<file path="src/rtl/dp_pkg.sv">
package dp_pkg;
  localparam int CW_W   = 16;
  localparam int IDX_W  = 3;
  localparam int NREG   = 1 << IDX_W;
  localparam int CODE_W = 4;

  typedef struct packed {
    logic [IDX_W-1:0]  dst;
    logic [IDX_W-1:0]  rda;
    logic [IDX_W-1:0]  rdb;
    logic              b_const;
    logic [CODE_W-1:0] code;
    logic              wb_ext;
    logic              wen;
  } ctrl_t;

  typedef enum logic [1:0] {
    SH_PASS = 2'b00,
    SH_RIGHT = 2'b01,
    SH_LEFT = 2'b10,
    SH_ZERO = 2'b11
  } shift_e;

  typedef enum logic [1:0] {
    LG_AND = 2'b00,
    LG_OR  = 2'b01,
    LG_XOR = 2'b10,
    LG_NOT = 2'b11
  } logic_e;
endpackage

</file>
<file path="src/rtl/reg_bank.sv">
module reg_bank #(
  parameter int WIDTH = 8,
  parameter int IDX_W = 3
) (
  input  logic             clk,
  input  logic             rst,
  input  logic             we,
  input  logic [IDX_W-1:0] waddr,
  input  logic [WIDTH-1:0] wdata,
  input  logic [IDX_W-1:0] raddr_a,
  input  logic [IDX_W-1:0] raddr_b,
  output logic [WIDTH-1:0] rdata_a,
  output logic [WIDTH-1:0] rdata_b
);
  localparam int DEPTH = 1 << IDX_W;

  logic [DEPTH-1:0][WIDTH-1:0] regs;

  for (genvar i = 0; i < DEPTH; i++) begin : g_reg
    always_ff @(posedge clk) begin
      if (rst) begin
        regs[i] <= '0;
      end else if (we && (waddr == IDX_W'(i))) begin
        regs[i] <= wdata;
      end
    end
  end

  assign rdata_a = regs[raddr_a];
  assign rdata_b = regs[raddr_b];

  p_reset_clear_r1: assert property (@(posedge clk) rst |=> (regs == '0))
    else $error("register bank not cleared by reset");

  p_write_lands_r5: assert property (@(posedge clk) disable iff (rst)
    we |=> (regs[$past(waddr)] == $past(wdata)))
    else $error("enabled write did not land");

  p_no_write_hold_r5: assert property (@(posedge clk) disable iff (rst)
    !we |=> $stable(regs))
    else $error("register changed without write enable");
endmodule

</file>
<file path="src/rtl/alu_unit.sv">
module alu_unit #(
  parameter int WIDTH = 8
) (
  input  logic [WIDTH-1:0] a,
  input  logic [WIDTH-1:0] b,
  input  logic [3:0]       code,
  output logic [WIDTH-1:0] g,
  output logic             carry,
  output logic             ovf
);
  import dp_pkg::*;

  localparam int MSB = WIDTH - 1;

  logic [WIDTH-1:0] y_op;
  logic [WIDTH:0]   sum;
  logic [WIDTH-1:0] lres;
  logic             is_logic;

  assign is_logic = code[3];

  always_comb begin
    unique case (code[2:1])
      2'b00:   y_op = '0;
      2'b01:   y_op = b;
      2'b10:   y_op = ~b;
      default: y_op = '1;
    endcase
  end

  assign sum = {1'b0, a} + {1'b0, y_op} + {{WIDTH{1'b0}}, code[0]};

  always_comb begin
    unique case (logic_e'(code[1:0]))
      LG_AND:  lres = a & b;
      LG_OR:   lres = a | b;
      LG_XOR:  lres = a ^ b;
      default: lres = ~a;
    endcase
  end

  always_comb begin
    if (is_logic) begin
      g     = lres;
      carry = 1'b0;
      ovf   = 1'b0;
    end else begin
      g     = sum[WIDTH-1:0];
      carry = sum[WIDTH];
      ovf   = (a[MSB] == y_op[MSB]) && (sum[MSB] != a[MSB]);
    end
  end

  always_comb begin
    if (code == 4'b0000) p_pass_nocarry_r6: assert (!carry && g == a)
      else $error("transfer code produced carry or changed A");
  end
endmodule

</file>
<file path="src/rtl/shift_unit.sv">
module shift_unit #(
  parameter int WIDTH = 8
) (
  input  logic [WIDTH-1:0] b,
  input  logic [1:0]       sel,
  output logic [WIDTH-1:0] h
);
  import dp_pkg::*;

  always_comb begin
    unique case (shift_e'(sel))
      SH_PASS:  h = b;
      SH_RIGHT: h = {1'b0, b[WIDTH-1:1]};
      SH_LEFT:  h = {b[WIDTH-2:0], 1'b0};
      default:  h = '0;
    endcase
  end

  always_comb begin
    if (sel == 2'b10) p_left_fill_r8: assert (h[0] == 1'b0)
      else $error("left shift did not fill with zero");
    if (sel == 2'b01) p_right_fill_r8: assert (h[WIDTH-1] == 1'b0)
      else $error("right shift did not fill with zero");
  end
endmodule

</file>
<file path="src/rtl/cw_datapath.sv">
module cw_datapath #(
  parameter int WIDTH = 8
) (
  input  logic             clk,
  input  logic             rst,
  input  logic [15:0]      ctrl_word,
  input  logic [WIDTH-1:0] const_in,
  input  logic [WIDTH-1:0] data_in,
  output logic [WIDTH-1:0] addr_out,
  output logic [WIDTH-1:0] data_out,
  output logic             flag_v,
  output logic             flag_c,
  output logic             flag_n,
  output logic             flag_z
);
  import dp_pkg::*;

  ctrl_t            cw;
  logic [WIDTH-1:0] bus_a;
  logic [WIDTH-1:0] reg_b;
  logic [WIDTH-1:0] bus_b;
  logic [WIDTH-1:0] alu_g;
  logic [WIDTH-1:0] shf_h;
  logic [WIDTH-1:0] fu_res;
  logic [WIDTH-1:0] wb_val;
  logic             alu_c;
  logic             alu_v;
  logic             sel_shift;

  assign cw = ctrl_t'(ctrl_word);

  reg_bank #(.WIDTH(WIDTH), .IDX_W(IDX_W)) u_regs (
    .clk     (clk),
    .rst     (rst),
    .we      (cw.wen),
    .waddr   (cw.dst),
    .wdata   (wb_val),
    .raddr_a (cw.rda),
    .raddr_b (cw.rdb),
    .rdata_a (bus_a),
    .rdata_b (reg_b)
  );

  assign bus_b = cw.b_const ? const_in : reg_b;

  alu_unit #(.WIDTH(WIDTH)) u_alu (
    .a     (bus_a),
    .b     (bus_b),
    .code  (cw.code),
    .g     (alu_g),
    .carry (alu_c),
    .ovf   (alu_v)
  );

  shift_unit #(.WIDTH(WIDTH)) u_shf (
    .b   (bus_b),
    .sel (cw.code[1:0]),
    .h   (shf_h)
  );

  assign sel_shift = cw.code[3] & cw.code[2];
  assign fu_res    = sel_shift ? shf_h : alu_g;
  assign wb_val    = cw.wb_ext ? data_in : fu_res;

  assign addr_out = bus_a;
  assign data_out = bus_b;
  assign flag_z   = (fu_res == '0);
  assign flag_n   = fu_res[WIDTH-1];
  assign flag_c   = sel_shift ? 1'b0 : alu_c;
  assign flag_v   = sel_shift ? 1'b0 : alu_v;

  always_comb begin
    if (cw.b_const) p_bus_b_const_r3: assert (data_out == const_in)
      else $error("B bus does not carry the constant");
    if (sel_shift) p_shift_flags_r9: assert (!flag_c && !flag_v)
      else $error("carry or overflow raised for shifter result");
  end
endmodule

</file>
<file path="config.mk">
export PLATFORM = sky130hd
export DESIGN_NAME = cw_datapath
export DESIGN_NICKNAME = d
export VERILOG_FILES = /design/src/rtl/dp_pkg.sv /design/src/rtl/reg_bank.sv /design/src/rtl/alu_unit.sv /design/src/rtl/shift_unit.sv /design/src/rtl/cw_datapath.sv
export SDC_FILE = /design/constraint.sdc
export NUM_CORES = 1
export LEC_CHECK = 0
export ABC_AREA = 1
export CAP_MARGIN = 20
export CORE_MARGIN = 5
export CORE_UTILIZATION = 58
export DETAILED_ROUTE_END_ITERATION = 10
export GPL_TIMING_DRIVEN = 0
export PLACE_DENSITY = 0.84
export SETUP_SLACK_MARGIN = 0.3
export SYNTH_ARGS = -nofsm -noshare
export SYNTH_HDL_FRONTEND = slang
export SYNTH_SLANG_ARGS = --single-unit
</file>
<file path="constraint.sdc">
create_clock -name clk -period 4.7 [get_ports clk]
set_clock_uncertainty 0.15 [all_clocks]
set_input_delay 0.94 -clock clk [delete_from_list [all_inputs] [get_ports clk]]
set_output_delay 0.94 -clock clk [all_outputs]
set_load 0.01 [all_outputs]
</file>
Word-level counts from Yosys, hierarchy flattened
Index checks and enable logic that the tools add are counted.

cells by class
  bitwise operators = 6
  reduce and logical (&&, ||, !) cells = 13
  add/sub/neg operators = 2
  equal/unequal tests = 13
  order comparisons = 2
  mux-type cells = 15

operator list
  operator              count
  $pmux W8 S3           3
  $bmux W8 S3           2
  $mux W8               6
  $not A8 Y8            2
  $eq A3 B3 Y1 const B  4
  $add A8 B8 Y9         1
  $add A9 B1 Y9         1
  $logic_and A1 B1 Y1   9
  $and A8 B8 Y8         1
  $logic_not A8 Y1      1
  $lt A3 B4 Y1 const B  2
  $or A8 B8 Y8          1
  $xor A8 B8 Y8         1
  $eq A3 B2 Y1 const B  2
  $eq A2 B1 Y1 const B  2
  $eq A2 B2 Y1 const B  2
  $logic_not A2 Y1      2
  $mux W1               4
  $eq A3 B1 Y1 const B  1
  $logic_not A3 Y1      1
  $and A1 B1 Y1         1
  $eq A1 B1 Y1          1
  $ne A1 B1 Y1          1

word-level totals
  bits in registers = 64
  output and inout port bits = 20
  word-level logic and storage cells = 59
  bits of input ports = 34

Depth between registers and ports, before layout
Gate-level depths: netlist of run 1.

  word-level depth = 11
  mapped depth = 25
  depth with buffers taken out = 23

Cells and area by module
Synthesis of run 1 repeated with hierarchy kept, for this count alone.

unflattened totals
  cell total of the unflattened synthesis = 932
  area, all modules = 5437.7 µm²

by module, submodules not included
  module       cells an instance  instances  sequential area each (µm²)  area each (µm²)
  reg_bank     654                1          1281.2                      3809.9
  alu_unit     186                1          0.0                         1064.8
  cw_datapath  57                 1          0.0                         387.9
  shift_unit   35                 1          0.0                         175.2

Worst setup path after synthesis of run 1
No wires, ideal clock.

  path type = input-to-output
  start = in ctrl_word[7]
  end = out flag_z
  stages on the path = 20
  path buffers = 2
  data arrival time = 3.572 ns
  data required time = 3.610 ns
  path slack = 0.038 ns
  path through = buf_6 -> buf_6 -> or2_0 -> nand3_1 -> nand3_1 -> nand3_1 -> nand2_2 -> nand2_1 -> o21ai_0 -> fa_1 -> fa_1 -> a21oi_1 -> o21bai_1 -> xnor2_1 -> nor2_1 -> a21oi_1 -> nand2_1 -> nor2_1 -> nand2_1 -> nor2_1

on the way
  word-level cells in the longest chain between the ends = 10
  elaborated cells between the ends (all ways) = 15

ends and longest elaborated chain
  element                          RTL line           source
  start, declared                  cw_datapath.sv:6   input logic [15:0] ctrl_word,
  $bmux W8 S3 *                    reg_bank.sv:30     assign rdata_b = regs[raddr_b];
  $mux W8 (not written as such) *  reg_bank.sv:30
  $mux W8 *                        cw_datapath.sv:44  assign bus_b = cw.b_const ? const_in : reg_b;
  via data_out[0]                  cw_datapath.sv:10  output logic [WIDTH-1:0] data_out,
  $not A8 Y8                       alu_unit.sv:26     2'b10: y_op = ~b;
  $pmux W8 S3                      alu_unit.sv:23     unique case (code[2:1])
  $add A8 B8 Y9                    alu_unit.sv:31     assign sum = {1'b0, a} + {1'b0, y_op} + {{WIDTH{1'b0}}, code[0]};
  $add A9 B1 Y9                    alu_unit.sv:31
  $mux W8                          alu_unit.sv:43     if (is_logic) begin
  $mux W8 *                        cw_datapath.sv:62  assign fu_res = sel_shift ? shf_h : alu_g;
  $logic_not A8 Y1 *               cw_datapath.sv:67  assign flag_z = (fu_res == '0);
  end, declared                    cw_datapath.sv:14  output logic flag_z

Mark *: on every way through the listed nets, which the timed path passes. The rest lies on a longest branch. The select of a mux whose other input is x is not followed.

Worst setup path after layout of run 1
  start = in ctrl_word[9]
  end = out flag_z

on the way
  word-level cells in the longest chain between the ends = 10
  elaborated cells between the ends (all ways) = 15

ends and longest elaborated chain
  element                          RTL line
  $bmux W8 S3 *                    reg_bank.sv:30
  $mux W8 (not written as such) *  reg_bank.sv:30
  $mux W8 *                        cw_datapath.sv:44
  $not A8 Y8                       alu_unit.sv:26
  $pmux W8 S3                      alu_unit.sv:23
  $add A8 B8 Y9                    alu_unit.sv:31
  $add A9 B1 Y9                    alu_unit.sv:31
  $mux W8                          alu_unit.sv:43
  $mux W8 *                        cw_datapath.sv:62
  $logic_not A8 Y1 *               cw_datapath.sv:67

Every way passes the cells marked *; elsewhere a longest branch is shown, timed or not. The select of a mux whose other input is x is not followed.

==> flow_metrics.tcl, run 1 <==
set metrics [dict create \
    largestRegisters "u_regs.regs x64" \
    timing.rr.end "u_regs.regs[12]" \
    synth_nets 891 \
    synth_top_area_frac 0.249 \
    critPathArrivalTime_ns 3.71 \
    largest_reg_flops 64 \
    place_congestion 0.986 \
    io_pins 54 \
    cts.root.buffer_cell "clkbuf_8" \
    drc_errors 0 \
    synth_cells 832 \
    worst_setup_path_start_kind "input pin" \
    drive_gt1_frac 0.159 \
    areaGrowthSynthToFinish_pct 22.0 \
    final_cells 1031 \
    yosys.cell_types.count 38 \
    grt_setup_unrepaired "yes" \
    slowest_delay_ns 0.40 \
    start_util 0.593 \
    vias_per_cell 6.00 \
    cts.sinks 64 \
    postLayoutCoreUtil 0.723 \
    synth_ff_type "dfxtp_1" \
    crit_type "in -> out" \
    whs_ns 0.406 \
    yosys-top-cells-area "dfxtp_1 25%, nand2_1 15%, o21ai_0 8.5%" \
    cp.required_ns 3.61 \
    hp-class "reg -> reg" \
    cts_max_level 3 \
    tns_ns -0.0971 \
    dr.first_iter.drc_count 744 \
    clkSlewWorstSetupHoldPaths_ns 0.07 \
    power_density_nw_per_um2 258 \
    die_x_um 104 \
    ys_seq_elements 64 \
    path_cells "buf_2, inv_1, nand3_1, nand3_2, nand2_4, nand2_2, o21ai_2, fa_2, fa_2, a21oi_2, o21bai_1, xnor2_1, nor2_1, a21oi_2, nand2_1, nor2_1, nand2_1, nor2_2, buf_2" \
    max_slew_margin 0.549 \
    ir_drop_uv 280 \
    layout.nets 977 \
    clock_path_buffers 2 \
    syn_area_um2 5140 \
    cts_tree "built" \
    ant_nets 0 \
    ys_warn_count 0 \
    p_leak_nw 2.96 \
    crit_path_end_kind "primary output" \
    dp_hpwl_um 14600 \
    dieArea_um2 10900 \
    num_rows 34 \
    fmax_ghz 0.208 \
    maxCapViolations 0 \
    via_count 6187 \
    numCtsBuffers 9 \
    fp.dieH_um 104 \
    dpl.cell_count 986 \
    reg2reg_slack_ns 1.50 \
    slew_viol_final 0 \
    worst_path_max_delay_cell "fa_2" \
    wire_per_inst_um 19.3 \
    insertion_delay_ns 0.35 \
    worstPathMaxFanout 9 \
    hold_path_end "u_regs.regs[63]" \
    coreArea_um2 8680 \
    yosysTopAreaCell "dfxtp_1" \
    grt_use_total 0.349 \
    port_buffers 46 \
    hold_depth 2 \
    period_minus_slack_ns 4.80 \
    violations "setup timing" \
    setup_viol 1 \
    hold_viol_final 0 \
    layout_commonest_cell "nand2_1" \
    r2r_start "u_regs.regs[32]" \
    drt_first_pass_iters 5 \
    synth_edf_count 0 \
    final_cell_mix "201 x nand2_1, 114 x inv_1, 82 x o21ai_0" \
    grt.overflow.total 0 \
    top_register "u_regs.regs" \
    cts_hold_buf 0 \
    fin_crit_sh 1.02 \
    yosysSeqAreaShare 0.249 \
    grt_max_degree 14 \
    status "finished, violations left" \
    min_from "u_regs.regs[63]" \
    r2r_cells 18 \
    wl_um 19900 \
    async_reset_ff_frac 0 \
    syn_area_per_cell_um2 6.18 \
    fin_ws_ns -0.0971 \
    first_global_vias 5649 \
    n_antenna_cell 0 \
    antenna_found_initial 0 \
    grt_pass1_wl_um 30400 \
    worst_pin_slew_ns 0.673 \
]
## critical path, delay by kind of cell
family | cells | cell delay [ns]
AND/OR/NAND/NOR | 9 | 0.79
AO/OA/AOI/OAI | 4 | 0.43
buffers and inverters | 3 | 0.57
XOR/XNOR | 1 | 0.18
adder cells (fa/ha/maj) | 2 | 0.79
## cell usage after synthesis, types with 3 or more instances
cell type  number
nand4_1         3
a21oi_1        80
or2_2           9
o21ai_0        87
nand3_2         7
o21ai_2         6
dfxtp_1        64
inv_1         115
inv_2           5
a21oi_2         3
buf_4           5
nor2_1         47
ha_1           23
nand3_1        72
o211ai_1       20
o21ai_1         8
nand2_1       204
buf_2          10
clkbuf_1       16
buf_6          11
nand2_2        15
## worst max path at each step
stage                      start  endpoint  slack, ns  cells past startpoint
detailed placement  ctrl_word[8]    flag_z      -1.23                     21
global placement    ctrl_word[8]    flag_z      -1.16                     20
global route        ctrl_word[9]    flag_z      -0.26                     23
finish              ctrl_word[9]    flag_z       -0.1                     19
CTS                 ctrl_word[7]    flag_z      -0.15                     21
floorplan           ctrl_word[7]    flag_z       0.23                     20
## metal layers
metal / vias up / global-route usage / part of all wire
li1: 2870 / - / -
met1: 2838 / 0.474 / 0.40
met2: 424 / 0.555 / 0.44
met3: 55 / 0.0832 / 0.13
met4: 0 / 0.0897 / 0.023
met5: - / 0 / 0
## final cells by class
class	count	area [um2]
fill	698	2400
clock buffer	9	124
inverter	122	463
buffer	42	308
multi-input combinational	604	3250
tap	108	135
clock inverter	7	55.1
timing repair buffer	75	662
sequential	64	1280
## what timing repair did
| item | CTS | global route |
|---|---|---|
| buffers inserted | 16 | 12 |
| pin swaps | 18 | 16 |
| endpoints found under the setup margin | 4 | 4 |
| resized for setup | 48 | 18 |
| gates cloned | 1 | 0 |
## stage by stage
| stage | setup WS, ns | instance area (um2) | power [W] |
|---|---|---|---|
| 6_report | -0.0971 | 6270 | 0.00162 |
| 5_1_grt | -0.264 | 6270 | 0.00169 |
| 4_1_cts | -0.151 | 6130 | 0.00157 |
| 3_5_place_dp | -1.23 | 5750 | 0.00111 |
| 3_3_place_gp | -1.16 | 5750 | 0.00109 |
| 2_1_floorplan | 0.233 | 5150 | 0.000924 |
## report_power, final
group / total (W) / internal (W) / switching [W]
clock network: 0.000440 / 0.000196 / 0.000245
registers: 0.000577 / 0.000561 / 0.0000157
logic: 0.000604 / 0.000233 / 0.000371
## cells by family (layout without fill, tap and decap cells)
group,Yosys count,after routing,synth area share
fa+ha+maj,25,25,0.0637
xor+xnor,4,4,0.00681
buf+inv,164,255,0.142
simple gates,365,365,0.313
compound gates,210,210,0.225
flops,64,64,0.249
Note: power is estimated with default switching activity, not from simulation.
==> run 2, diff against run 1 <==
ABC_AREA = unset   (was 1)
PLACE_DENSITY = 0.85   (was 0.84)
SKIP_CTS_REPAIR_TIMING = 1   (was unset)
==> run 2 against run 1 <==
  * The run still ends with setup timing left
  * Non-clock buffer count down 4
  * Die area down 4.2%
  * First-iteration DRC count down 19%
  * Largest cell class unchanged
  * Sequential share of layout area down 0.065 points
  * Utilization up 4.3 points
  * Via count down 18%
  * Sequential power down 1%
  * Worst hold slack worse by 0.083 ns
  * Critical endpoint unchanged
  * Area after synthesis down 4.6%
==> flow_metrics.tcl, run 2 <==
set metrics [dict create \
    status "finished, violations left" \
    violations "setup timing" \
    fin_ws_ns -0.714 \
    yosys-top-cells-area "dfxtp_1 26%, mux4_1 7.0%, ha_1 5.9%" \
    p_total_w 0.00151 \
    power_density_nw_per_um2 240 \
    top_usage_layer "met2" \
    pwr-share-seq 0.377 \
    num_rows 33 \
    layout_commonest_cell "dfxtp_1" \
    hold_path_end "u_regs.regs[30]" \
    swShare 0.322 \
    layout.nets 693 \
    global_route.usage.met1 0.365 \
    yosysTopAreaCell "dfxtp_1" \
    synthTopCellsByCount "64 x dfxtp_1, 47 x nand2_1, 33 x nand3_1, 32 x a21oi_1" \
    fin_crit_sh 1.15 \
    slowest_delay_ns 0.43 \
    fmax_ghz 0.185 \
    vias_per_cell 6.85 \
    slew_viol_final 0 \
    worstPathMaxFanout 6 \
    clock_power_share 0.327 \
    cts.root.buffer_cell "clkbuf_8" \
    drive_gt1_frac 0.258 \
    die_x_um 102 \
    numCtsBuffers 9 \
    wire_per_inst_um 22.6 \
    cp.required_ns 3.61 \
    min_from "u_regs.regs[30]" \
    yosysMostFrequentCell "dfxtp_1" \
    cts_tree "built" \
    ant_nets 0 \
    r2r_start "u_regs.regs[25]" \
    grt_max_degree 13 \
    io_pins 54 \
    grt.overflow.total 0 \
    final_cell_mix "64 x dfxtp_1, 46 x nand2_1, 37 x clkdlybuf4s50_1" \
    hp-class "reg -> reg" \
    largestRegisters "u_regs.regs x64" \
    period_minus_slack_ns 5.41 \
    setup_viol 4 \
    ir_drop_uv 207 \
    synth_top_area_frac 0.261 \
    syn_area_per_cell_um2 9.00 \
    cts.sinks 64 \
    areaGrowthSynthToFinish_pct 28.3 \
    maxCapViolations 0 \
    dr.first_iter.drc_count 600 \
    async_reset_ff_frac 0 \
    tns_ns -2.02 \
    p_switching_w 0.000486 \
    start_util 0.597 \
    hold_depth 2 \
    drt_first_pass_iters 8 \
    antenna_found_initial 1 \
    wl_um 16900 \
    syn_area_um2 4910 \
    max_slew_margin 0.282 \
    synth_edf_count 0 \
    grt_pass1_wl_um 24100 \
    yosysSeqAreaShare 0.261 \
    via_count 5101 \
    worst_setup_path_start_kind "input pin" \
    place_ws_ns -1.79 \
    crit_top_cell "buf_6" \
    hold_viol_final 0 \
    grt_use_met3 0.0724 \
    yosys.cell_types.count 73 \
    dieArea_um2 10400 \
    path_cells "buf_12, buf_12, buf_6, buf_6, buf_6, mux2i_1, a22o_1, o31ai_4, mux2_4, ha_4, nand3_2, o211ai_1, o41ai_2, xor2_1, o21ai_2, buf_4, nor3_2, buf_2" \
    ys_seq_elements 64 \
    crit_path_end_kind "primary output" \
    grtUsageMet2 0.488 \
    synth_nets 604 \
    drc_errors 0 \
    p_leak_nw 2.63 \
    worst_path_max_delay_cell "o41ai_2" \
    critPathArrivalTime_ns 4.32 \
    clkSlewWorstSetupHoldPaths_ns 0.07 \
    grt_use_total 0.302 \
    comb_power_share 0.296 \
    r2r_cells 16 \
    synth_cells 545 \
    power.internal_w 0.00102 \
    largest_reg_flops 64 \
    synth_ff_type "dfxtp_1" \
    place_congestion 0.956 \
    dp_hpwl_um 11700 \
    clock_path_buffers 2 \
    timing.rr.end "u_regs.regs[55]" \
    fp.dieH_um 102 \
    fillers 550 \
    grt_setup_unrepaired "yes" \
    first_global_vias 4735 \
    insertion_delay_ns 0.36 \
    cts_max_level 3 \
    port_buffers 44 \
    ys_warn_count 0 \
    reg2reg_slack_ns 0.61 \
    coreArea_um2 8220 \
    top_register "u_regs.regs" \
    whs_ns 0.323 \
    crit_type "in -> out" \
    worst_pin_slew_ns 1.07 \
]
-- run 2: power groups by stage --
stage / combinational [W] / clock [W] / sequential (W)
after floorplan: 0.000245 / 0 / 0.000576
after CTS: 0.000364 / 0.000492 / 0.000567
after detailed placement: 0.000361 / 0 / 0.000580
after global placement: 0.000351 / 0 / 0.000578
after global routing: 0.000472 / 0.000519 / 0.000570
final: 0.000447 / 0.000494 / 0.000569
-- run 2: metal layers --
layer  part of all wire  vias up  routed length (um)
li1                   -     2226                   -
met1               0.37     2411                6220
met2               0.47      371                7920
met3               0.10       93                1720
met4              0.059        0                 990
met5                  0        -                   0
-- run 2: how the worst max path moves through the flow --
stage	from	to	slack (ns)	cells after the start
floorplan	ctrl_word[9]	flag_z	-0.31	18
global placement	ctrl_word[12]	flag_z	-1.67	15
detailed placement	ctrl_word[12]	flag_z	-1.79	15
CTS	ctrl_word[12]	flag_z	-1.79	15
global route	ctrl_word[9]	flag_z	-0.86	19
finish	ctrl_word[9]	flag_z	-0.71	18
-- run 2: cell type report --
type | instances | area [um2] | share of cell area
clock inverter | 6 | 67.6 | 0.0107
inverter | 26 | 97.6 | 0.0155
tap | 105 | 131 | 0.0209
multi-input combinational | 420 | 3610 | 0.573
antenna | 1 | 2.50 | 0.000398
sequential | 64 | 1280 | 0.204
timing repair buffer | 78 | 704 | 0.112
buffer | 35 | 263 | 0.0417
clock buffer | 10 | 138 | 0.0219
-- run 2: worst max-delay path, delay by kind of cell --
kind | cells | cell delay, ns
compound gates | 5 | 1.36
mux | 2 | 0.46
xor+xnor | 1 | 0.23
simple gates | 2 | 0.21
fa+ha+maj | 1 | 0.25
buf+inv | 7 | 0.87
-- run 2: metrics by stage --
step	utilization	cells	area [um2]
after floorplan	-	545	4970
after global placement	0.675	694	5550
after detailed placement	0.675	694	5550
after CTS	0.700	710	5750
after global routing	0.766	745	6290
final	0.766	745	6290
-- run 2: cells by family (layout without fill, tap and decap cells) --
family | count (synthesis) | in the layout | share of synthesized area
AND/OR/NAND/NOR | 178 | 178 | 0.189
AO/OA/AOI/OAI | 151 | 151 | 0.218
flip-flops | 64 | 64 | 0.261
buffers and inverters | 61 | 155 | 0.0627
multiplexers | 60 | 60 | 0.191
adder cells (fa/ha/maj) | 25 | 25 | 0.0668
XOR/XNOR | 6 | 6 | 0.0107
other | 0 | 1 | 0
